<file path="config.mk">
export PLATFORM = sky130hd
export DESIGN_NAME = twm_slave
export DESIGN_NICKNAME = d
export VERILOG_FILES = /design/src/rtl/twm_pkg.sv /design/src/rtl/twm_sync.sv /design/src/rtl/twm_cond.sv /design/src/rtl/twm_slave.sv
export SDC_FILE = /design/constraint.sdc
export NUM_CORES = 1
export LEC_CHECK = 0
export ABC_CLOCK_PERIOD_IN_PS = 3100
export CAP_MARGIN = 20
export CORE_MARGIN = 2
export CORE_UTILIZATION = 54
export DETAILED_ROUTE_END_ITERATION = 10
export HOLD_SLACK_MARGIN = 0.06
export PLACE_DENSITY_LB_ADDON = 0.2
export REMOVE_ABC_BUFFERS = 1
export SLEW_MARGIN = 20
export SYNTH_ARGS = -nofsm -noshare
export SYNTH_HDL_FRONTEND = slang
export SYNTH_SLANG_ARGS = --single-unit
</file>
<file path="constraint.sdc">
create_clock -name clk -period 3.1 [get_ports clk]
set_clock_uncertainty 0.15 [all_clocks]
set_input_delay 0.775 -clock clk [delete_from_list [all_inputs] [get_ports clk]]
set_output_delay 0.775 -clock clk [all_outputs]
set_load 0.05 [all_outputs]
</file>
<file path="src/rtl/twm_pkg.sv">
package twm_pkg;
    localparam int          BYTE_W   = 8;
    localparam logic [3:0]  DEV_TYPE = 4'b1010;

    typedef enum logic [3:0] {
        S_IDLE,
        S_DEV,
        S_DEV_ACK,
        S_WADR,
        S_WADR_ACK,
        S_WDAT,
        S_WDAT_ACK,
        S_RDAT,
        S_RACK
    } state_t;
endpackage

</file>
<file path="src/rtl/twm_sync.sv">
module twm_sync #(
    parameter int STAGES = 2
) (
    input  logic clk,
    input  logic rst_n,
    input  logic d_i,
    output logic q_o
);
    logic [STAGES-1:0] chain_q;

    always_ff @(posedge clk or negedge rst_n) begin
        if (!rst_n) chain_q <= '1;
        else        chain_q <= {chain_q[STAGES-2:0], d_i};
    end

    assign q_o = chain_q[STAGES-1];
endmodule

</file>
<file path="src/rtl/twm_cond.sv">
module twm_cond (
    input  logic clk,
    input  logic rst_n,
    input  logic scl_s,
    input  logic sda_s,
    output logic scl_rise,
    output logic scl_fall,
    output logic start_ev,
    output logic stop_ev
);
    logic scl_q, sda_q;

    always_ff @(posedge clk or negedge rst_n) begin
        if (!rst_n) begin
            scl_q <= 1'b1;
            sda_q <= 1'b1;
        end else begin
            scl_q <= scl_s;
            sda_q <= sda_s;
        end
    end

    assign scl_rise = scl_s & ~scl_q;
    assign scl_fall = ~scl_s & scl_q;
    assign start_ev = scl_s & scl_q & sda_q & ~sda_s;
    assign stop_ev  = scl_s & scl_q & ~sda_q & sda_s;
endmodule

</file>
<file path="src/rtl/twm_slave.sv">
module twm_slave
    import twm_pkg::*;
#(
    parameter int ADDR_W      = 7,
    parameter int SYNC_STAGES = 2
) (
    input  logic              clk,
    input  logic              rst_n,
    input  logic              scl_i,
    input  logic              sda_i,
    output logic              sda_oe_o,
    input  logic [2:0]        strap_i,
    output logic              wr_req_o,
    output logic [ADDR_W-1:0] wr_addr_o,
    output logic [BYTE_W-1:0] wr_data_o,
    output logic              rd_req_o,
    output logic [ADDR_W-1:0] rd_addr_o,
    input  logic [BYTE_W-1:0] rd_data_i
);
    localparam int CNT_W = $clog2(BYTE_W + 1);

    // line synchronizers: index 0 is data, index 1 is clock
    logic [1:0] raw_lines, sync_lines;
    assign raw_lines = {scl_i, sda_i};

    for (genvar g = 0; g < 2; g++) begin : g_sync
        twm_sync #(.STAGES(SYNC_STAGES)) u_sync (
            .clk   (clk),
            .rst_n (rst_n),
            .d_i   (raw_lines[g]),
            .q_o   (sync_lines[g])
        );
    end

    logic scl_s, sda_s;
    assign scl_s = sync_lines[1];
    assign sda_s = sync_lines[0];

    logic scl_rise, scl_fall, start_ev, stop_ev;

    twm_cond u_cond (
        .clk      (clk),
        .rst_n    (rst_n),
        .scl_s    (scl_s),
        .sda_s    (sda_s),
        .scl_rise (scl_rise),
        .scl_fall (scl_fall),
        .start_ev (start_ev),
        .stop_ev  (stop_ev)
    );

    state_t             state_q, state_d;
    logic [CNT_W-1:0]   cnt_q;
    logic [BYTE_W-1:0]  shift_q, tx_q, wdata_q;
    logic [ADDR_W-1:0]  ptr_q, req_addr_q;
    logic               rw_q, mack_q, rd_pend_q;
    logic               wr_req_q, rd_req_q, oe_d, oe_q;
    logic               addr_hit, rx_state, byte_done;

    assign addr_hit  = (shift_q[7:1] == {DEV_TYPE, strap_i});
    assign rx_state  = (state_q == S_DEV) || (state_q == S_WADR) || (state_q == S_WDAT);
    assign byte_done = scl_fall && (cnt_q == CNT_W'(BYTE_W));

    // next state
    always_comb begin
        state_d = state_q;
        if (start_ev) begin
            state_d = S_DEV;
        end else if (stop_ev) begin
            state_d = S_IDLE;
        end else begin
            unique case (state_q)
                S_IDLE:     state_d = S_IDLE;
                S_DEV:      if (byte_done) state_d = addr_hit ? S_DEV_ACK : S_IDLE;
                S_DEV_ACK:  if (scl_fall)  state_d = rw_q ? S_RDAT : S_WADR;
                S_WADR:     if (byte_done) state_d = S_WADR_ACK;
                S_WADR_ACK: if (scl_fall)  state_d = S_WDAT;
                S_WDAT:     if (byte_done) state_d = S_WDAT_ACK;
                S_WDAT_ACK: if (scl_fall)  state_d = S_WDAT;
                S_RDAT:     if (scl_fall && cnt_q == CNT_W'(BYTE_W - 1)) state_d = S_RACK;
                S_RACK:     if (scl_fall)  state_d = mack_q ? S_RDAT : S_IDLE;
                default:    state_d = S_IDLE;
            endcase
        end
    end

    // state register
    always_ff @(posedge clk or negedge rst_n) begin
        if (!rst_n) state_q <= S_IDLE;
        else        state_q <= state_d;
    end

    // datapath
    always_ff @(posedge clk or negedge rst_n) begin
        if (!rst_n) begin
            cnt_q      <= '0;
            shift_q    <= '0;
            tx_q       <= '1;
            wdata_q    <= '0;
            ptr_q      <= '0;
            req_addr_q <= '0;
            rw_q       <= 1'b0;
            mack_q     <= 1'b0;
            rd_pend_q  <= 1'b0;
            wr_req_q   <= 1'b0;
            rd_req_q   <= 1'b0;
        end else begin
            wr_req_q  <= 1'b0;
            rd_req_q  <= 1'b0;
            rd_pend_q <= rd_req_q;

            if (state_d != state_q || start_ev) begin
                cnt_q <= '0;
            end else if (scl_rise && rx_state) begin
                shift_q <= {shift_q[BYTE_W-2:0], sda_s};
                cnt_q   <= cnt_q + 1'b1;
            end else if (scl_fall && state_q == S_RDAT) begin
                tx_q  <= {tx_q[BYTE_W-2:0], 1'b1};
                cnt_q <= cnt_q + 1'b1;
            end

            if (state_q == S_DEV && state_d == S_DEV_ACK)
                rw_q <= shift_q[0];
            if (state_q == S_WADR && state_d == S_WADR_ACK)
                ptr_q <= shift_q[ADDR_W-1:0];
            if (state_q == S_WDAT && state_d == S_WDAT_ACK) begin
                wr_req_q   <= 1'b1;
                req_addr_q <= ptr_q;
                wdata_q    <= shift_q;
                ptr_q      <= ptr_q + 1'b1;
            end
            if ((state_q == S_DEV_ACK || state_q == S_RACK) && state_d == S_RDAT) begin
                rd_req_q   <= 1'b1;
                req_addr_q <= ptr_q;
                ptr_q      <= ptr_q + 1'b1;
            end
            if (state_q == S_RACK && scl_rise)
                mack_q <= ~sda_s;
            if (rd_pend_q)
                tx_q <= rd_data_i;
        end
    end

    // outputs
    always_comb begin
        unique case (state_q)
            S_DEV_ACK, S_WADR_ACK, S_WDAT_ACK: oe_d = 1'b1;
            S_RDAT:                            oe_d = ~tx_q[BYTE_W-1];
            default:                           oe_d = 1'b0;
        endcase
    end

    always_ff @(posedge clk or negedge rst_n) begin
        if (!rst_n) oe_q <= 1'b0;
        else        oe_q <= oe_d;
    end

    assign sda_oe_o  = oe_q;
    assign wr_req_o  = wr_req_q;
    assign wr_addr_o = req_addr_q;
    assign wr_data_o = wdata_q;
    assign rd_req_o  = rd_req_q;
    assign rd_addr_o = req_addr_q;
endmodule

</file>
==> results of run 1 <==
-- per-stage QoR --
| stage | cell area (sq um) | worst slack (ns) |
|---|---|---|
| after floorplan | 2730 | -0.321 |
| after global placement | 3290 | 0.00905 |
| after detailed placement | 3290 | -0.0353 |
| after CTS | 3460 | 0.276 |
| after global routing | 3460 | 0.0784 |
| final | 3460 | 0.240 |
-- critical path: stages (launching register included) --
cell	delay (ns)
dfstp_2	0.59
nand2b_1	0.16
or4_1	0.52
a21oi_1	0.23
nor3_1	0.12
o41ai_4	0.34
buf_4	0.25
mux2i_1	0.24
o221a_1	0.21
-- sequential cells by signal, indices dropped and copies added (netlist names), 4 cells and up --
register and flops:
state_q 4, cnt_q 4, ptr_q 7, rd_addr_o 7, g_sync.u_sync.chain_q 4, tx_q 8, shift_q 8, wr_data_o 8
-- cell type report --
class | instances | area share
inverter | 7 | 0.00760
clock inverter | 4 | 0.00579
sequential | 58 | 0.425
multi-input combinational | 188 | 0.361
timing repair buffer | 49 | 0.133
clock buffer | 12 | 0.0420
tap | 70 | 0.0253
-- cell usage after synthesis, types with 3 or more instances --
library cell,count
nor2_1,21
xnor2_1,5
dfrtp_1,44
a21oi_1,5
mux2_2,9
mux2i_1,9
nand2_1,41
dfstp_2,14
nand3b_1,5
o31ai_1,3
clkbuf_1,7
xor2_1,3
nor2b_1,3
ha_1,3
or3_1,3
mux2_1,9
o21ai_0,4
nor3_1,8
nand2b_1,4
o21ai_1,8
buf_4,7
nand3_1,8
nand4_1,4
inv_1,5
-- final timing paths --
| path | start | end | slack, ns | depth (start not counted) |
|---|---|---|---|---|
| worst max-delay path | u_cond.scl_q$_DFF_PN1_ | ptr_q[3]$_DFFE_PN0P_ | 0.24 | 8 |
| worst min-delay path | g_sync[0].u_sync.chain_q[0]$_DFF_PN1_ | g_sync[0].u_sync.chain_q[1]$_DFF_PN1_ | 0.20 | 0 |
| worst max register to register | u_cond.scl_q$_DFF_PN1_ | ptr_q[3]$_DFFE_PN0P_ | 0.24 | 8 |
| worst min register to register | g_sync[0].u_sync.chain_q[0]$_DFF_PN1_ | g_sync[0].u_sync.chain_q[1]$_DFF_PN1_ | 0.20 | 0 |
| max in group asynchronous | rst_n | rd_req_o$_DFF_PN0_ | 1.90 | 2 |
| min in group asynchronous | rst_n | cnt_q[1]$_DFFE_PN0P_ | 0.42 | 2 |
-- layout by cell type (no fill, tap or decap), drive strengths merged, types with 3 or more instances in the layout --
cell type	Yosys	final
inv	6	6
clkdlybuf4s50	0	38
buf	10	11
mux2	18	18
nand2	41	41
or3	3	3
mux2i	9	9
o31ai	3	3
dfrtp	44	44
nor2b	3	3
nor2	22	22
nand3	8	8
xnor2	5	5
nand4	4	4
a21oi	5	5
nand2b	4	4
clkbuf	7	12
clkinv	1	5
nand3b	5	5
nor3	10	10
dfstp	14	14
ha	3	3
xor2	3	3
o21ai	12	12
-- power breakdown --
part / switching [uW] / leakage, uW / total [uW] / internal [uW]
registers: 84.6 / 0.000729 / 906 / 821
clock network: 291 / 0.0000899 / 598 / 306
logic: 76.0 / 0.000741 / 173 / 97.4
total: 452 / 0.00156 / 1680 / 1230
-- routing by layer --
layer / GRT usage / vias to the layer above
met5: 0 / -
met4: 0.0836 / 0
met3: 0.0723 / 11
met2: 0.323 / 48
met1: 0.301 / 1014
li1: - / 1031
-- cells by family after synthesis --
group,share of synthesized area
mux,0.103
compound gates,0.0974
flops,0.518
buf+inv,0.0467
simple gates,0.197
fa+ha+maj,0.0132
xor+xnor,0.0247
==> summary.md, run 1 <==
| Metric | Value |
|---|---|
| Outcome | `finished clean` |
| Syn Area/Cell | `10.5 sq um` |
| Cell Pwr Density | `485 mW/mm^2` |
| Post-synthesis instance total | `270` |
| Setup bufs post-CTS | `0` |
| Final period util | `0.923` |
| Die Span Y | `76.5 microns` |
| DRT Pass-1 Iters | `4` |
| Total power draw | `1680 uW` |
| Post-Syn Area | `0.00284 sq mm` |
| Hold Vio Cnt, Final | `0` |
| CP arrival | `2.98 ns` |
| Slew Limit Headroom | `0.524` |
| Sequential fraction of the synthesis area | `0.518` |
| Crit path time final | `2.86 ns` |
| Initial Utilization | `0.559` |
| Die area | `0.00585 sq mm` |
| Remaining Overflow, GRT | `0` |
| Fraction of layout cells with a size suffix above 1 | `0.182` |
| Type of the tightest min-delay check | `reg2reg` |
| Finished Core Util | `0.681` |
| Clock sink count | `58` |
| Multi-input logic area | `0.00125 sq mm` |
| Max cap viols | `0` |
| Num CTS Buffers | `9` |
| Area Growth Syn to Fin | `21.8%` |
| #FFs+latches synth | `58` |
| Largest net degree at the start of global routing | `59` |
| Wire length on met2 | `2.54 mm` |
| Core area | `0.00507 sq mm` |
| Worst setup EP type | `flop` |
| Uppermost routed layer | `met4` |
| Post-DP HPWL | `3.83 mm` |
| Worst VDD drop | `0.328 mV` |
| Worst-margin pin slew | `0.714 ns` |
| DR WL/cell | `14.5 microns` |
| Netlist cell types | `53` |
| Worst Path Max Fanout | `9` |
| CTS root buf | `clkbuf_8` |
| Antenna viol nets, final | `0` |
| H-tree levels | `3` |
| Crit path kind | `reg2reg` |
| Max Slew Vio Count | `0` |
| FILL cells | `413` |
| M1 WL | `2.68 mm` |
| Vias in the first global route | `2054` |
| TritonCTS clock tree | `done` |
| Synth top area cells | `dfrtp_1, dfstp_2, nand2_1` |
| CTS max path bufs | `2` |
| Port Buf Inserts | `39` |
| Vias per cell | `5.42` |
| GP Congestion | `0.837` |
| Fin Hold WS | `0.205 ns` |
| Ys Warns | `0` |
| DRC viols | `0` |
| Leak | `0.00156 uW` |
| Synth async-reset ratio | `1.00` |
| Cts repair resizes | `0` |
| Antenna cell count | `0` |
| Synth top area share | `0.388` |
| FMAX | `0.350 GHz` |
| Hold Buf Count CTS | `0` |
| Setup TNS | `0 ns` |
| Initial antenna violation count | `0` |
| Startpoint Class | `flop` |
| Yosys top cell by area | `dfrtp_1` |
| RSZ-0062 raised after global routing | `no` |
| Rows | `26` |
| Fin nets | `331` |
| First-pass GRT wire length | `10.0 mm` |
| DR iter-0 viols | `137` |
| Met3 wire length | `308 microns` |
| Clock latency on the worst-skew pair | `0.34 ns` |
| Total GRT Usage | `0.219` |
| Register area | `0.00147 sq mm` |
| Final WL | `5.62 mm` |
| Clk slew on worst S/H paths | `0.06 ns` |
| DP Cell Count | `372` |
| # setup viols final | `0` |
| Via count | `2104` |
| Post-Layout Cell Count | `388` |
| Die Wd | `76.5 microns` |
| # IOs | `40` |
| Ys flop type | `dfrtp_1` |
| EDFF count, synth | `0` |
| Worst Path Required | `3.22 ns` |
Power figures use the tool's default switching activity.
==> run 2, diff against run 1 <==
CORE_MARGIN = unset   (was 2)
==> summary.md, run 2 (synthesis gave the netlist of run 1 again) <==
| Metric | Value |
|---|---|
| Setup TNS | `0 ns` |
| First-pass GRT wire length | `9.01 mm` |
| Crit path kind | `reg2reg` |
| Worst-case reg-to-reg path depth | `7` |
| CP max stage cell | `dfstp_2` |
| Port Buf Inserts | `39` |
| Cell Pwr Density | `493 mW/mm^2` |
| Worst Path Max Fanout | `8` |
| # IOs | `40` |
| Crit path buffers/inverters | `0` |
| RSZ-0062 raised after global routing | `no` |
| Fin nets | `331` |
| Initial antenna violation count | `0` |
| Vias per cell | `5.39` |
| Clock sink count | `58` |
| Antenna viol nets, final | `0` |
| Worst-margin pin slew | `0.623 ns` |
| Num CTS Buffers | `9` |
| Core area | `0.00507 sq mm` |
| Clock latency on the worst-skew pair | `0.33 ns` |
| Most common cell after layout, fill and taps aside | `dfrtp_1` |
| Outcome | `finished clean` |
| Worst VDD drop | `0.384 mV` |
| Register area | `0.00147 sq mm` |
| Flop2flop setup slack | `0.30 ns` |
| Hold Vio Cnt, Final | `0` |
| Post-DP HPWL | `3.90 mm` |
| R2R Path End | `ptr_q[2]$_DFFE_PN0P_` |
| Clk slew on worst S/H paths | `0.07 ns` |
| Total power draw | `1720 uW` |
| DRT Pass-1 Iters | `5` |
| Die area | `0.00555 sq mm` |
| DR WL/cell | `14.1 microns` |
| Vias in the first global route | `1958` |
| # setup viols final | `0` |
| Fraction of layout cells with a size suffix above 1 | `0.189` |
| Via count | `2090` |
| CP arrival | `2.87 ns` |
| Total GRT Usage | `0.218` |
| FMAX | `0.357 GHz` |
| Worst Path Required | `3.16 ns` |
| Largest net degree at the start of global routing | `32` |
| CP Capture Point | `ptr_q[2]$_DFFE_PN0P_` |
| Slew Limit Headroom | `0.580` |
| FILL cells | `405` |
| Fin Hold WS | `0.204 ns` |
| Critical-path cell list | `nand2b_1 > or4_1 > a21oi_1 > nor3_1 > o41ai_4 > mux2_1 > o221a_2` |
| DR iter-0 viols | `144` |
| Antenna cell count | `0` |
| Worst setup EP type | `flop` |
| CTS max path bufs | `2` |
| Startpoint Class | `flop` |
| Multi-input logic area | `0.00125 sq mm` |
| Die Span Y | `74.5 microns` |
| CP top delay family | `simple AND/OR/NAND/NOR gates` |
| Area Growth Syn to Fin | `23.1%` |
| GP Congestion | `0.878` |
| Final WL | `5.46 mm` |
| Setup bufs post-CTS | `0` |
| Reg-to-reg startpoint | `u_cond.scl_q$_DFF_PN1_` |
| Max incr delay on CP | `0.59 ns` |
| Worst setup margin | `0.295 ns` |
| Cts repair resizes | `0` |
| Die Wd | `74.5 microns` |
| Pre-CTS setup slack | `-0.0500 ns` |
| DRC viols | `0` |
| CP Launch Point | `u_cond.scl_q$_DFF_PN1_` |
| Hold Buf Count CTS | `0` |
| Max cap viols | `0` |
| Most frequent cells in the layout | `dfrtp_1, nand2_1, clkdlybuf4s50_1` |
| Initial Utilization | `0.559` |
| Remaining Overflow, GRT | `0` |
| H-tree levels | `3` |
| Final period util | `0.905` |
| Rows | `26` |
| Leak | `0.00157 uW` |
| Crit path time final | `2.80 ns` |
| Type of the tightest min-delay check | `reg2reg` |
| Worst path depth | `7` |
| Max Slew Vio Count | `0` |
| TritonCTS clock tree | `done` |
| CTS root buf | `clkbuf_8` |
-- run 2: changes by cell type in the layout (fill, tap and decap cells not counted) --
cell	before	now
clkbuf_8	10	12
clkbuf_1	2	0
clkinv_2	4	2
clkinvlp_4	0	2
buf_4	10	9
buf_12	0	1
-- run 2: layer usage --
metal,part of all wire,GRT usage,vias to the layer above
met2,0.46,0.324,54
met5,0,0,-
met3,0.044,0.0474,8
met4,0.015,0.111,0
met1,0.48,0.302,998
li1,-,-,1030
-- run 2: metrics by stage --
step,cell area (sq um),utilization,std cells
6_report,3490,0.688,388
5_1_grt,3490,0.688,388
4_1_cts,3490,0.688,388
3_5_place_dp,3300,0.651,372
3_3_place_gp,3300,0.651,372
2_1_floorplan,2730,-,253
-- run 2: where the power goes --
part	leakage, uW	internal, uW	switching (uW)
logic	0.000745	98.7	73.2
registers	0.000729	821	87.3
clock network	0.0000944	352	288
total	0.00157	1270	448
-- run 2: worst min-delay path by stage --
stage,start,to,slack (ns),cells after the start
after global placement,g_sync[0].u_sync.chain_q[0]$_DFF_PN1_,g_sync[0].u_sync.chain_q[1]$_DFF_PN1_,0.20,0
after global routing,g_sync[0].u_sync.chain_q[0]$_DFF_PN1_,g_sync[0].u_sync.chain_q[1]$_DFF_PN1_,0.21,0
after floorplan,g_sync[0].u_sync.chain_q[0]$_DFF_PN1_,g_sync[0].u_sync.chain_q[1]$_DFF_PN1_,0.20,0
final,g_sync[1].u_sync.chain_q[0]$_DFF_PN1_,g_sync[1].u_sync.chain_q[1]$_DFF_PN1_,0.20,0
after CTS,g_sync[1].u_sync.chain_q[0]$_DFF_PN1_,g_sync[1].u_sync.chain_q[1]$_DFF_PN1_,0.21,0
after detailed placement,g_sync[1].u_sync.chain_q[0]$_DFF_PN1_,g_sync[1].u_sync.chain_q[1]$_DFF_PN1_,0.20,0
-- run 2: final cells by class --
| type | count | area share |
|---|---|---|
| inverter | 7 | 0.00752 |
| multi-input combinational | 188 | 0.357 |
| clock inverter | 4 | 0.00716 |
| timing repair buffer | 49 | 0.135 |
| clock buffer | 12 | 0.0473 |
| tap | 70 | 0.0251 |
| sequential | 58 | 0.420 |
-- run 2: worst reg2reg max path: cells and delay by family (launching register included) --
| family | cells | cell delay (ns) |
|---|---|---|
| AOI/OAI and AO/OA | 3 | 0.79 |
| muxes | 1 | 0.36 |
| DFF | 1 | 0.59 |
| and+or+nand+nor | 3 | 0.81 |
